### config.mk
export PLATFORM = sky130hd
export DESIGN_NAME = scan_test_latch
export DESIGN_NICKNAME = d
export VERILOG_FILES = /design/src/rtl/scan_latch_pkg.sv /design/src/rtl/phase_edge_det.sv /design/src/rtl/mode_ctrl.sv /design/src/rtl/scan_cell.sv /design/src/rtl/scan_test_latch.sv
export SDC_FILE = /design/constraint.sdc
export NUM_CORES = 1
export LEC_CHECK = 0
export BUFFER_PORTS_ARGS = -buffer_cell sky130_fd_sc_hd__buf_2
export CORE_ASPECT_RATIO = 1.5
export CORE_MARGIN = 4
export CORE_UTILIZATION = 50
export DETAILED_ROUTE_END_ITERATION = 8
export PLACE_DENSITY = 0.75
export SETUP_SLACK_MARGIN = 0.02
export SLEW_MARGIN = 10
export SYNTH_ARGS = -nofsm -noshare
export SYNTH_HDL_FRONTEND = slang
export SYNTH_SLANG_ARGS = --single-unit
### constraint.sdc
create_clock -name clk -period 3.7 [get_ports clk]
set_input_delay 0.74 -clock clk [delete_from_list [all_inputs] [get_ports clk]]
set_output_delay 0.74 -clock clk [all_outputs]
set_load 0.01 [all_outputs]
### src/rtl/scan_latch_pkg.sv
package scan_latch_pkg;
  typedef enum logic [1:0] {
    MODE_PASS     = 2'b00,
    MODE_LAUNCH   = 2'b01,
    MODE_CAP_RISE = 2'b10,
    MODE_CAP_FALL = 2'b11
  } cell_mode_e;
endpackage

### src/rtl/phase_edge_det.sv
module phase_edge_det (
  input  logic clk,
  input  logic rst,
  input  logic phi,
  output logic rise,
  output logic fall
);
  logic phi_q;

  always_ff @(posedge clk) begin
    if (rst) phi_q <= 1'b0;
    else     phi_q <= phi;
  end

  assign rise = phi & ~phi_q;
  assign fall = ~phi & phi_q;
endmodule

### src/rtl/mode_ctrl.sv
module mode_ctrl
  import scan_latch_pkg::*;
(
  input  logic       clk,
  input  logic       rst,
  input  logic [1:0] mode_in,
  input  logic       phi,
  input  logic       rise,
  input  logic       fall,
  output cell_mode_e mode_q,
  output logic       pass_en,
  output logic       launch_en,
  output logic       cap_en
);
  always_ff @(posedge clk) begin
    if (rst) mode_q <= MODE_PASS;
    else     mode_q <= cell_mode_e'(mode_in);
  end

  always_comb begin
    pass_en   = 1'b0;
    launch_en = 1'b0;
    cap_en    = 1'b0;
    unique case (mode_q)
      MODE_PASS:     pass_en   = phi;
      MODE_LAUNCH:   launch_en = rise;
      MODE_CAP_RISE: cap_en    = rise;
      MODE_CAP_FALL: cap_en    = fall;
      default: ;
    endcase
  end
endmodule

### src/rtl/scan_cell.sv
module scan_cell (
  input  logic clk,
  input  logic rst,
  input  logic d,
  input  logic shift_en,
  input  logic shift_in,
  input  logic pass_en,
  input  logic launch_en,
  input  logic cap_en,
  output logic q,
  output logic chain_bit
);
  always_ff @(posedge clk) begin
    if (rst) begin
      q         <= 1'b0;
      chain_bit <= 1'b0;
    end else begin
      if (shift_en)    chain_bit <= shift_in;
      else if (cap_en) chain_bit <= d;

      if (!shift_en) begin
        if (pass_en)        q <= d;
        else if (launch_en) q <= chain_bit;
      end
    end
  end
endmodule

### src/rtl/scan_test_latch.sv
module scan_test_latch
  import scan_latch_pkg::*;
#(
  parameter int W = 8
) (
  input  logic         clk,
  input  logic         rst,
  input  logic         phi,
  input  logic [1:0]   mode,
  input  logic         shift_en,
  input  logic         scan_in,
  input  logic [W-1:0] d,
  output logic [W-1:0] q,
  output logic         scan_out
);
  localparam int LAST = W - 1;

  logic       rise, fall;
  logic       pass_en, launch_en, cap_en;
  cell_mode_e mode_q;
  logic [W-1:0] chain;
  logic [W-1:0] link_in;

  phase_edge_det u_edge (
    .clk (clk), .rst (rst), .phi (phi), .rise (rise), .fall (fall)
  );

  mode_ctrl u_mode (
    .clk (clk), .rst (rst), .mode_in (mode), .phi (phi),
    .rise (rise), .fall (fall), .mode_q (mode_q),
    .pass_en (pass_en), .launch_en (launch_en), .cap_en (cap_en)
  );

  for (genvar i = 0; i < W; i++) begin : g_cell
    if (i == 0) begin : g_head
      assign link_in[i] = scan_in;
    end else begin : g_body
      assign link_in[i] = chain[i-1];
    end

    scan_cell u_cell (
      .clk (clk), .rst (rst), .d (d[i]), .shift_en (shift_en),
      .shift_in (link_in[i]), .pass_en (pass_en),
      .launch_en (launch_en), .cap_en (cap_en),
      .q (q[i]), .chain_bit (chain[i])
    );
  end

  assign scan_out = chain[LAST];
endmodule

== Word level (Yosys, flattened, before mapping) ==
Cells that the tools add are included.

* Bits in registers: 19
* Bits in latches: 0
* RAM bits: 0
* ROM bits: 0
* Input bits: 15
* Output and inout port bits: 9
* Logic and storage cells: 65
* Memories kept: 0

* Add/subtract/negate cells: 0
* Multiply operators: 0
* Div/mod/pow operators: 0
* Magnitude comparators: 0
* Equal/unequal tests: 3
* Shift operators: 0
* Muxes and demuxes: 35
* Bitwise operators: 5
* Reduce and logical (&&, ||, !) cells: 4

{| class="wikitable"
|+ Operators with widths
! operator !! count
|-
| two-way mux 1 bit || 34
|-
| == test 2 bit, second input constant || 2
|-
| nonzero test 2 bit || 2
|-
| inverter 1 bit || 3
|-
| AND 1 bit || 2
|-
| == test 2 x 1 -> 1 bit, second input constant || 1
|-
| zero test 2 bit || 1
|-
| case mux 1 bit (2 select lines) || 1
|-
| AND reduction 2 bit || 1
|}

== Longest topological paths before layout ==
* Word-level depth: 5
* Mapped depth: 5
* Depth with buffers taken out: 3

== By module ==
Synthesis repeated with hierarchy kept, for this count alone.

* Cells, all modules: 101
* Area, all modules: 933.4 µm²

{| class="wikitable"
|+ Modules (own cells, without submodules)
! module !! instances !! cells each !! area an instance (µm²) !! sequential area each (µm²)
|-
| scan_cell || 8 || 11 || 101.3 || 40.0
|-
| mode_ctrl || 1 || 9 || 83.8 || 40.0
|-
| phase_edge_det || 1 || 4 || 38.8 || 20.0
|}

== Worst setup path before layout ==
OpenSTA, ideal clock, no wires.

* Kind: input to register
* From: in rst
* To: reg g_cell[3].u_cell.chain_bit
* Library setup time: 146 ps
* Arrival: 1483 ps
* Required time: 3554 ps
* Slack: 2071 ps
* Stages: 3
* Path buffers: 2
* Cells stage by stage: clkbuf_1 -> clkbuf_1 -> a311oi_1

{| class="wikitable"
|+ RTL lines
! item !! line !! text
|-
| start: declaration || scan_test_latch.sv:7 || <nowiki>input logic rst,</nowiki>
|-
| end signal: assignment || scan_cell.sv:18 || <nowiki>if (shift_en) chain_bit <= shift_in;</nowiki>
|-
| end: declaration || scan_cell.sv:11 || <nowiki>output logic chain_bit</nowiki>
|}

No word-level cell between the ends.

== Worst setup path in the final report ==
* From: in phi
* To: reg g_cell[0].u_cell.q

* Longest elaborated chain between the ends: 4
* Elaborated cells on any way between the ends: 6
* Classes of those cells: 3 x mux; 1 x bitwise; 2 x reduce/logical

{| class="wikitable"
|+ Ends and longest elaborated chain
! item !! line !! text
|-
| start: declaration || scan_test_latch.sv:8 || <nowiki>input logic phi,</nowiki>
|-
| AND 1 bit || phase_edge_det.sv:15 || <nowiki>assign rise = phi & ~phi_q;</nowiki>
|-
| two-way mux 1 bit || mode_ctrl.sv:24 || <nowiki>unique case (mode_q)</nowiki>
|-
| nonzero test 2 bit (no line) || n/a ||
|-
| AND reduction 2 bit (no line) || n/a ||
|-
| end signal: assignment || scan_cell.sv:23 || <nowiki>else if (launch_en) q <= chain_bit;</nowiki>
|-
| end: declaration || scan_cell.sv:10 || <nowiki>output logic q,</nowiki>
|}

Parallel ways exist; a longest one is shown, timed or not.
A chain may end at the register's enable or synchronous reset.

==> report_table.html <==
<table>
<tr><th>Metric</th><th>Value</th></tr>
<tr><th colspan="2">Status</th></tr>
<tr><td>Outcome</td><td>finished clean</td></tr>
<tr><th colspan="2">Critical path</th></tr>
<tr><td>Worst-path maximum fanout</td><td>8</td></tr>
<tr><td>Data required time of the worst path</td><td>around 3.9 ns</td></tr>
<tr><td>Critical path arrival</td><td>2.01 ns</td></tr>
<tr><td>R2R depth</td><td>3</td></tr>
<tr><td>Type of destination of the critical path</td><td>flop</td></tr>
<tr><td>Critical path launch point type</td><td>input pin</td></tr>
<tr><td>Slowest Stage Delay on Critical Path</td><td>0.69 ns</td></tr>
<tr><td>Ordered cell list for the critical path</td><td>buf_2 &gt; nor3b_2 &gt; mux2i_1 &gt; a211oi_2</td></tr>
<tr><td>CP max stage cell</td><td>sky130_fd_sc_hd__nor3b_2</td></tr>
<tr><td>Setup CP Type</td><td>input pin to flop</td></tr>
<tr><th colspan="2">Power and ir drop</th></tr>
<tr><td>Total leakage power</td><td>about 0.40 nW</td></tr>
<tr><td>Sw frac</td><td>28.4%</td></tr>
<tr><td>Part of the total power dissipated in sequential elements</td><td>between 50% and 60%</td></tr>
<tr><td>Peak supply drop</td><td>247 uV</td></tr>
<tr><td>PD cells</td><td>around 380 nW/um^2</td></tr>
<tr><td>Net switching power</td><td>between 100 and 150 uW</td></tr>
<tr><td>Part of the power in the clock network</td><td>26.2%</td></tr>
<tr><td>Internal Dissipation</td><td>a little under 300 uW</td></tr>
<tr><td>Combinational share of power</td><td>between 15 and 20%</td></tr>
<tr><th colspan="2">Logic synthesis</th></tr>
<tr><td>Number of flip-flops and latches in the synthesized netlist</td><td>19</td></tr>
<tr><td>Number of distinct library cells after synthesis</td><td>22</td></tr>
<tr><td>Gate count after technology mapping</td><td>around 100</td></tr>
<tr><td>Warnings from Yosys</td><td>0</td></tr>
<tr><td>Share of the yosys chip area belonging to registers</td><td>37.0%</td></tr>
<tr><td>Total standard cell area after synthesis</td><td>1030 sq um</td></tr>
<tr><td>Syn avg cell area</td><td>slightly below 10 sq um</td></tr>
<tr><td>Synthesized Nets</td><td>~120</td></tr>
<tr><th colspan="2">Finish</th></tr>
<tr><td>Commonest non-fill, non-tap cells in the layout</td><td>sky130_fd_sc_hd__buf_2, sky130_fd_sc_hd__dfxtp_1</td></tr>
<tr><td>Area growth syn-to-layout</td><td>4.38%</td></tr>
<tr><td>Antenna Cells</td><td>0</td></tr>
<tr><td>Leading cell type in the layout, fill and taps excluded</td><td>sky130_fd_sc_hd__buf_2</td></tr>
<tr><td>Area occupied by multi-input gates</td><td>522 sq um</td></tr>
<tr><td>Total number of nets in the final design</td><td>130</td></tr>
<tr><td>Sequential cell area</td><td>~380 sq um</td></tr>
<tr><td>Fraction of final layout cells with drive strength greater than 1</td><td>~32%</td></tr>
<tr><td>Filler cell count in the final layout</td><td>roughly 180</td></tr>
<tr><th colspan="2">STA</th></tr>
<tr><td>Worst Hold Slack</td><td>~0.5 ns</td></tr>
<tr><td>Number of hold violations in the final report</td><td>0</td></tr>
<tr><td>Period minus WS final</td><td>approximately 1.8 ns</td></tr>
<tr><td>Max Transition Viols Final</td><td>0</td></tr>
<tr><td>Sum of negative setup slack</td><td>0 ns</td></tr>
<tr><td>Achievable Freq</td><td>between 0.5 and 0.6 GHz</td></tr>
<tr><td>Worst-case headroom to the max-slew limit</td><td>44.7%</td></tr>
<tr><td>Setup repair after global routing missed its margin</td><td>false</td></tr>
<tr><td>Final setup viols</td><td>0</td></tr>
<tr><td>Final worst-path cycle share</td><td>49.5%</td></tr>
<tr><td>Worst Max-Slew Pin Slew</td><td>roughly 0.83 ns</td></tr>
<tr><td>Maximum clock skew at final layout</td><td>0.00429 ns</td></tr>
<tr><th colspan="2">Global route</th></tr>
<tr><td>Combined global-route utilization of all metal layers</td><td>around 16%</td></tr>
<tr><td>GRT Residual Overflow</td><td>0</td></tr>
<tr><td>Vias in the first global route</td><td>760</td></tr>
<tr><td>First-pass GRT wire length</td><td>approximately 3500 um</td></tr>
<tr><td>Largest net degree at the start of global routing</td><td>20</td></tr>
<tr><td>Initial antenna violation count</td><td>0</td></tr>
<tr><th colspan="2">CTS</th></tr>
<tr><td>Number of sinks on the clock net</td><td>19</td></tr>
<tr><td>Buffer depth of the longest clock path</td><td>2</td></tr>
<tr><td>Depth of the CTS H-tree</td><td>1</td></tr>
<tr><td>Clock-pin slew on the worst setup and hold paths</td><td>between 0.1 and 0.15 ns</td></tr>
<tr><td>Number of CTS-inserted buffers</td><td>3</td></tr>
<tr><td>TritonCTS clock tree</td><td>done</td></tr>
<tr><td>Clk Latency, worst-skew pair</td><td>approximately 0.30 ns</td></tr>
<tr><td>Gates resized, CTS repair</td><td>0</td></tr>
<tr><td>CTS hold repair buffers</td><td>0</td></tr>
<tr><td>Root buf cell</td><td>sky130_fd_sc_hd__clkbuf_4</td></tr>
<tr><td>Number of buffers added for setup after CTS</td><td>0</td></tr>
<tr><th colspan="2">Floorplanning</th></tr>
<tr><td>Cell Rows</td><td>19</td></tr>
<tr><td>Die Height</td><td>around 64 um</td></tr>
<tr><td>Floorplan die area</td><td>approximately 2900 sq um</td></tr>
<tr><td>Top-level I/O count</td><td>24</td></tr>
<tr><td>Horiz. Die Dim</td><td>roughly 45 um</td></tr>
<tr><td>Starting utilization of the core area</td><td>54.1%</td></tr>
<tr><td>Core area</td><td>~1900 sq um</td></tr>
<tr><th colspan="2">Placement</th></tr>
<tr><td>Post-DP HPWL</td><td>roughly 1600 um</td></tr>
<tr><td>Total of buffers placed on input and output ports</td><td>23</td></tr>
<tr><td>Final weighted congestion in routability-driven placement</td><td>around 0.8</td></tr>
<tr><th colspan="2">Min path</th></tr>
<tr><td>Type of the worst min-delay path</td><td>flop to flop</td></tr>
<tr><td>Hold Crit Depth</td><td>2</td></tr>
<tr><th colspan="2">Routing</th></tr>
<tr><td>Number of routed nets with antenna violations</td><td>0</td></tr>
<tr><td>Final routed DRC violation total</td><td>0</td></tr>
<tr><td>Via count</td><td>806</td></tr>
<tr><td>First-iteration detailed-routing DRC count</td><td>27</td></tr>
<tr><td>Vias per Instance</td><td>5.97</td></tr>
<tr><td>Total length of routed wires</td><td>around 2100 um</td></tr>
<tr><td>Routed wire length per instance</td><td>15.5 um</td></tr>
<tr><td>First drt pass iteration count</td><td>4</td></tr>
<tr><th colspan="2">Flow run</th></tr>
<tr><td>Count of maximum capacitance violations</td><td>0</td></tr>
</table>
[sequential cells by signal (all words and copies together), names as in the netlist]
| signal | cells |
|---|---|
| g_cell.u_cell.chain_bit | 8 |
| g_cell.u_cell.q | 8 |
| u_edge.phi_q | 1 |
| u_mode.mode_q | 2 |
[worst max-delay path: cells and delay by family]
kind	cells	cell delay, ns
mux	1	0.35
simple gates	1	0.69
compound gates	1	0.10
buf+inv	1	0.13
[Yosys cell counts]
library cell | count | share of area (%)
sky130_fd_sc_hd__and3b_1 | 1 | 0.85
sky130_fd_sc_hd__clkbuf_1 | 3 | 1.1
sky130_fd_sc_hd__buf_2 | 1 | 0.49
sky130_fd_sc_hd__nand4bb_1 | 1 | 1.1
sky130_fd_sc_hd__and2_1 | 1 | 0.61
sky130_fd_sc_hd__inv_1 | 1 | 0.36
sky130_fd_sc_hd__nand4b_1 | 1 | 0.85
sky130_fd_sc_hd__nor3b_2 | 2 | 2.4
sky130_fd_sc_hd__clkbuf_2 | 1 | 0.49
sky130_fd_sc_hd__nand2_1 | 1 | 0.36
sky130_fd_sc_hd__nor2_1 | 8 | 2.9
sky130_fd_sc_hd__o211ai_1 | 8 | 5.8
sky130_fd_sc_hd__a311oi_1 | 8 | 6.8
sky130_fd_sc_hd__a211oi_2 | 8 | 9.7
sky130_fd_sc_hd__nor3b_4 | 1 | 1.8
sky130_fd_sc_hd__dfxtp_1 | 19 | 37
sky130_fd_sc_hd__buf_6 | 3 | 3.3
sky130_fd_sc_hd__mux2i_1 | 8 | 7.8
sky130_fd_sc_hd__a21oi_1 | 8 | 3.9
sky130_fd_sc_hd__nand3_1 | 8 | 3.9
sky130_fd_sc_hd__nor2b_1 | 3 | 1.8
sky130_fd_sc_hd__buf_4 | 9 | 6.6
[worst paths after layout]
kind	to	start	slack (ns)
min reg2reg	g_cell[7].u_cell.chain_bit$_SDFFE_PP0P_	g_cell[7].u_cell.chain_bit$_SDFFE_PP0P_	0.51
max	g_cell[0].u_cell.q$_SDFFE_PP0P_	phi	1.87
min	g_cell[7].u_cell.chain_bit$_SDFFE_PP0P_	g_cell[7].u_cell.chain_bit$_SDFFE_PP0P_	0.51
max reg2reg	g_cell[0].u_cell.q$_SDFFE_PP0P_	u_mode.mode_q[1]$_SDFF_PP0_	1.91
[area by class of cell]
class / count / area share (%)
multi-input cells: 67 / 48.6
flip-flops and latches: 19 / 35.4
repair buffers: 23 / 10.7
clock buffers: 4 / 2.45
well taps: 21 / 2.45
inverters: 1 / 0.350
[stage by stage]
step	util [%]	worst slack [ns]	cells	cell area (sq um)	power (mW)
2_1_floorplan	-	2.07	104	1030	0.293
3_3_place_gp	55.1	1.57	131	1050	0.304
3_5_place_dp	55.1	1.55	131	1050	0.306
4_1_cts	56.4	1.86	135	1070	0.411
5_1_grt	56.4	1.83	135	1070	0.432
6_report	56.4	1.87	135	1070	0.408
[cells by family (layout without fill, tap and decap cells)]
| group | after synthesis | count (layout) | synth area share [%] |
|---|---|---|---|
| compound gates | 32 | 32 | 26.3 |
| simple gates | 27 | 27 | 16.7 |
| flops | 19 | 19 | 37.0 |
| buf+inv | 18 | 28 | 12.3 |
| mux | 8 | 8 | 7.79 |
[power groups by stage]
stage / Clock [mW] / Combinational, mW / Sequential (mW)
3_3_place_gp: 0 / 0.0709 / 0.233
3_5_place_dp: 0 / 0.0719 / 0.234
4_1_cts: 0.109 / 0.0724 / 0.229
6_report: 0.107 / 0.0716 / 0.229
5_1_grt: 0.122 / 0.0793 / 0.231
2_1_floorplan: 0 / 0.0632 / 0.230
[routing by layer]
layer  routed length [um]  track usage, %
met4                   27            5.49
met2                 1060            27.5
met5                    0               0
met3                  122            2.85
met1                  877            18.4
No activity file was read; power rests on OpenSTA's default activity.
